===== src/rtl/next_pc_unit.sv =====
module next_pc_unit #(
  parameter int XLEN     = 32,
  parameter int KIND_W   = 4,
  parameter int BOFF_W   = 16,
  parameter int JOFF_W   = 26,
  parameter int RIDX_W   = 5,
  parameter int LINK_REG = 31
) (
  input  logic              clk,
  input  logic              rst_n,
  input  logic [XLEN-1:0]   pc_i,
  input  logic [KIND_W-1:0] kind_i,
  input  logic [JOFF_W-1:0] offset_i,
  input  logic [XLEN-1:0]   test_val_i,
  input  logic [XLEN-1:0]   jump_reg_i,
  input  logic              fp_cond_i,
  output logic [XLEN-1:0]   next_pc_o,
  output logic              redirect_o,
  output logic              link_we_o,
  output logic [RIDX_W-1:0] link_idx_o,
  output logic [XLEN-1:0]   link_val_o
);
  localparam logic [XLEN-1:0]   STEP    = XLEN'(4);
  localparam logic [KIND_W-1:0] K_BEQZ  = KIND_W'(1);
  localparam logic [KIND_W-1:0] K_BNEZ  = KIND_W'(2);
  localparam logic [KIND_W-1:0] K_JMP   = KIND_W'(3);
  localparam logic [KIND_W-1:0] K_JAL   = KIND_W'(4);
  localparam logic [KIND_W-1:0] K_JR    = KIND_W'(5);
  localparam logic [KIND_W-1:0] K_JALR  = KIND_W'(6);
  localparam logic [KIND_W-1:0] K_FPT   = KIND_W'(7);
  localparam logic [KIND_W-1:0] K_FPF   = KIND_W'(8);

  logic [XLEN-1:0] seq_pc, br_tgt, jp_tgt, nxt;
  logic            is_zero, take, link;

  assign seq_pc  = pc_i + STEP;
  assign br_tgt  = seq_pc + {{(XLEN-BOFF_W){offset_i[BOFF_W-1]}}, offset_i[BOFF_W-1:0]};
  assign jp_tgt  = seq_pc + {{(XLEN-JOFF_W){offset_i[JOFF_W-1]}}, offset_i};
  assign is_zero = (test_val_i == '0);

  always_comb begin
    take = 1'b1;
    link = 1'b0;
    nxt  = seq_pc;
    case (kind_i)
      K_BEQZ: begin take = is_zero;    nxt = br_tgt; end
      K_BNEZ: begin take = !is_zero;   nxt = br_tgt; end
      K_FPT:  begin take = fp_cond_i;  nxt = br_tgt; end
      K_FPF:  begin take = !fp_cond_i; nxt = br_tgt; end
      K_JMP:  nxt = jp_tgt;
      K_JAL:  begin nxt = jp_tgt; link = 1'b1; end
      K_JR:   nxt = jump_reg_i;
      K_JALR: begin nxt = jump_reg_i; link = 1'b1; end
      default: take = 1'b0;
    endcase
  end

  always_ff @(posedge clk) begin
    if (!rst_n) begin
      next_pc_o  <= '0;
      redirect_o <= 1'b0;
      link_we_o  <= 1'b0;
      link_val_o <= '0;
    end else begin
      next_pc_o  <= take ? nxt : seq_pc;
      redirect_o <= take;
      link_we_o  <= link;
      link_val_o <= seq_pc;
    end
  end

  assign link_idx_o = RIDX_W'(LINK_REG);
endmodule


===== config.mk =====
export PLATFORM = sky130hd
export DESIGN_NAME = next_pc_unit
export DESIGN_NICKNAME = d
export VERILOG_FILES = /design/src/rtl/next_pc_unit.sv
export SDC_FILE = /design/constraint.sdc
export NUM_CORES = 1
export LEC_CHECK = 0
export CORE_MARGIN = 2
export CORE_UTILIZATION = 35
export CTS_CLUSTER_DIAMETER = 150
export CTS_CLUSTER_SIZE = 25
export DETAILED_ROUTE_END_ITERATION = 10
export DONT_BUFFER_PORTS = 1
export PLACE_DENSITY_LB_ADDON = 0.1
export SYNTH_ARGS = -nofsm -noshare
export SYNTH_HDL_FRONTEND = slang
export SYNTH_SLANG_ARGS = --single-unit

===== constraint.sdc =====
create_clock -name clk -period 10.95 [get_ports clk]
set_clock_uncertainty 0.05 [all_clocks]
set_input_delay 1.095 -clock clk [delete_from_list [all_inputs] [get_ports clk]]
set_output_delay 1.095 -clock clk [all_outputs]
set_load 0.005 [all_outputs]

After elaboration in Yosys (flattened, before gate mapping)

Index checks and enable logic that the tools add are counted.

Add/subtract/negate cells: 3
Eq/ne operators: 8
Multiplexer cells: 4
Reduce and logical (&&, ||, !) cells: 8

Operators with widths:

| cell                  | number |
|---|---|
| $pmux 32 s3           | 1 |
| $add 32x32->32        | 2 |
| $add 32x3->32 const B | 1 |
| $logic_not 32->1      | 1 |
| $mux 32               | 1 |
| $eq 4x3->1 const B    | 4 |
| $eq 4x2->1 const B    | 2 |
| $reduce_or 4->1       | 2 |
| $reduce_or 2->1       | 3 |
| $pmux 1 s5            | 1 |
| $eq 4x1->1 const B    | 1 |
| $eq 4x4->1 const B    | 1 |
| $logic_not 1->1       | 2 |
| $mux 1                | 1 |

Register bits after elaboration: 66
Bits of input ports: 129
Logic and storage cells: 27

Depth between registers and ports, before layout

Depth in word-level cells: 4
Depth in mapped cells: 17
Depth with buffers taken out: 16

Worst setup path before layout

Ideal clock, no wire load.

Path kind: in2reg
From: input pc_i[13]
To: register next_pc_o[29]
Arrival time: 4.326 ns
Data required time: 10.780 ns
Path slack: 6.454 ns
Stages: 17
Buffers on the path: 1
Cell sequence: and4_1 > buf_2 > nand3_1 > nor3b_1 > nand2_1 > xor2_1 > inv_1 > ha_1 > and3_1 > and2_1 > nor2b_1 > a31oi_1 > nand2_1 > o41ai_4 > mux2i_1 > a21oi_1 > a211o_1

Cells in the longest elaborated chain, start to end: 4
Elaborated cells on any way between the ends: 5

Ends and longest elaborated chain:

| item                                     | RTL line | source |
|---|---|---|
| from (decl)                              | 11       | `input logic [XLEN-1:0] pc_i,` |
| $add 32x3->32 (*)                        | 36       | `assign seq_pc = pc_i + STEP;` |
| $add 32x32->32, on equally long branches | 38, 37   |  |
| $pmux 32 s3                              | 45       | `case (kind_i)` |
| $mux 32 (*)                              | 65       | `next_pc_o <= take ? nxt : seq_pc;` |
| to (signal assigned)                     | 65       |  |
| to (decl)                                | 17       | `output logic [XLEN-1:0] next_pc_o,` |

Every way passes the cells marked *; elsewhere a longest branch is shown, timed or not.
A chain may end at the register's enable or synchronous reset.

Worst setup path in the final report

Ends and elaborated chain as after synthesis.

==> qor.csv <==
stage,metric,value,unit
run_status,status,"complete, no violations",
yosys,Syn Area/Cell,8.48,µm²
yosys,sequential share of the synthesized area,27.2,%
clock_tree,CTS Sinks,66,
clock_tree,Post-CTS Hold Buffers,0,
routing,drt initial violations,289,
global_route,initial antenna violation count,0,
yosys,"EDFF count, synth",0,
floorplanning,Std-Cell Rows,43,
layout,Final #Nets,728,
timing,TNS Setup,0,ns
floorplanning,die width,122,µm
placed_design,Detail Placement HPWL,11800,µm
routing,ANT nets after route,0,
power,peak supply drop,75.3,µV
clock_tree,H-tree levels,3,
critical_path,critical path class,in -> reg,
layout,area grow syn2layout,8.13,%
yosys,leading post-synthesis cells by cell area,"dfxtp_1, ha_1, xor2_1",
clock_tree,deepest clock path buffer count,2,
layout,n_diodes,0,
routing,met3 routed WL,1440,µm
placed_design,DP Worst Slack,5.80,ns
timing,Final WS setup,6.12,ns
timing,part of the cycle the worst path needs,44.1,%
floorplanning,starting density of the core,35.5,%
clock_tree,clock root buffer master,clkbuf_16,
routing,uppermost layer routed,met4,
global_route,GR Util All Layers,20.8,%
critical_path,"Critical Path, Cell by Cell",and4_1 > nand3_1 > nor3b_1 > nand2_1 > xor2_1 > inv_1 > ha_1 > and3_1 > and2_1 > nor2b_1 > a31oi_1 > nand2_1 > o41ai_4 > mux2i_1 > a21oi_1 > a211o_1,
yosys,"flops & latches, synth",66,
clock_tree,Post-CTS Setup Inserts,0,
power,Pleak,0.00218,µW
yosys,Synth top area share,27.2,%
critical_path,CP peak stage delay,0.76,ns
critical_path,slowest library cell on the worst path,nor3b_1,
layout,ratio of cells with drive above 1 in the final layout,8.47,%
yosys,Post-Syn Area,0.00487,mm²
routing,vias per cell,5.78,
yosys,Synth Flop Type,dfxtp_1,
clock_tree,CTS tree,built,
timing,worst rel slew slack,42.4,%
critical_path,Crit path required time,11.13,ns
clock_tree,clock-pin slew on the worst setup and hold paths,0.06,ns
timing,Max Slew Vio Count,0,
floorplanning,IO Pins,200,
routing,WL per Instance,20.7,µm
routing,wire length on met1,6420,µm
clock_tree,PostCTS Resize Cnt,0,
placed_design,GPL Wtd Cong,0.870,
routing,DRC,0,
routing,Via Count,4321,
global_route,largest net degree at the start of global routing,48,
critical_path,CP Launch Type,primary input,
timing,final hold vios,0,
timing,Worst Hold Slack,0.770,ns
yosys,async set or reset register ratio after synthesis,0,%
yosys,top-count cell post-synth,dfxtp_1,
floorplanning,area of the core,0.0137,mm²
yosys,Yosys top cell by area,dfxtp_1,
global_route,number of global-route vias before repair,4360,
critical_path,critical path capture point type,register,
routing,Routed WL,15400,µm
routing,first-pass iteration count of the detailed router,5,
worst_hold_path,Hold Crit Class,in -> reg,
critical_path,CP most frequent cell,nand2_1,
job,max cap viols,0,
floorplanning,die height,122,µm
global_route,first-pass GRT wire length,23400,µm
timing,Tightest Pin Transition,0.862,ns
power,PwrDens,145,mW/mm²
clock_tree,TritonCTS Buffers,9,
yosys,Ys Warns,0,
timing,Final setup viols,0,
timing,RSZ-0062 raised after global routing,no,
placed_design,I/O Buffers,0,
critical_path,"Max FO, Critical Path",7,
global_route,grt total ovfl,0,
yosys,library cells used by synthesis,78,
timing,max frequency,207,MHz
routing,Met2 Wirelength,7180,µm
floorplanning,die area,0.0149,mm²
timing,Tmin final,4.83,ns
yosys,synthesized instance count,574,
yosys,Post-synth top cells,"dfxtp_1, nor2_1, ha_1",
critical_path,WP data arrival,5.01,ns
-- per-stage QoR --
stage / util (%) / instance area (µm²) / instances / power (µW)
after floorplan: - / 4880 / 578 / 429
after global placement: 36.1 / 4960 / 731 / 465
after detailed placement: 36.1 / 4960 / 731 / 466
after CTS: 38.3 / 5260 / 747 / 770
after global routing: 38.3 / 5260 / 747 / 806
final: 38.3 / 5260 / 747 / 763
-- sequential cells by signal, summed over array words and instances (netlist names) --
register	cells
next_pc_o	32
link_val_o	32
redirect_o	1
link_we_o	1
-- final cells by class --
cell class	count	area [µm²]
fill	1442	8460
multi-input combinational	451	3260
sequential	66	1320
clock buffer	10	239
tap	180	225
inverter	29	109
clock inverter	6	65.1
timing repair buffer	5	37.5
-- layer usage --
| layer | global-route usage, % | vias to the layer above |
|---|---|---|
| met5 | 0 | - |
| met1 | 24.0 | 1999 |
| met2 | 34.7 | 218 |
| met4 | 8.76 | 0 |
| met3 | 7.30 | 30 |
| li1 | - | 2074 |
-- cell families (layout without fill, tap and decap cells) --
family                     count (synthesis)  in the layout  share of synthesized area (%)
and+or+nand+nor                          185            185                           20.3
AOI/OAI and AO/OA                        163            163                           24.9
DFF                                       66             66                           27.2
buffers and inverters                     61             50                           6.17
xor gates and xnor gates                  59             59                           11.4
adders and majority gates                 37             37                           9.67
muxes                                      2              2                          0.437
other                                      1              5                         0.0771
-- worst paths after layout --
kind	start	endpoint	slack, ns	depth (start not counted)
max	pc_i[13]	next_pc_o[29]$_SDFF_PN0_	6.12	16
min	pc_i[2]	link_val_o[2]$_SDFF_PN0_	0.77	1
-- worst max-delay path, delay by kind of cell --
kind | cells | cell delay, ns
and+or+nand+nor | 8 | 2.10
AOI/OAI and AO/OA | 4 | 0.88
adders and majority gates | 1 | 0.37
xor gates and xnor gates | 1 | 0.25
muxes | 1 | 0.23
buffers and inverters | 1 | 0.07
-- layout by cell type, fill, tap and decap left out, drive strengths merged, types with 11 or more instances in the layout --
cell type / count
a221oi: 24
and2: 17
ha: 36
a211oi: 17
dfxtp: 66
nor2: 50
o21ai: 22
a31oi: 11
xnor2: 25
a21oi: 32
nand4: 11
xor2: 32
inv: 29
nand3: 18
a21o: 24
nand2: 31
-- where the power goes --
| part | switching [µW] | internal [µW] |
|---|---|---|
| sequential | 10.2 | 259 |
| clock | 120 | 183 |
| combinational | 110 | 81.2 |
| total | 240 | 523 |
No activity file was read; power rests on OpenSTA's default activity.
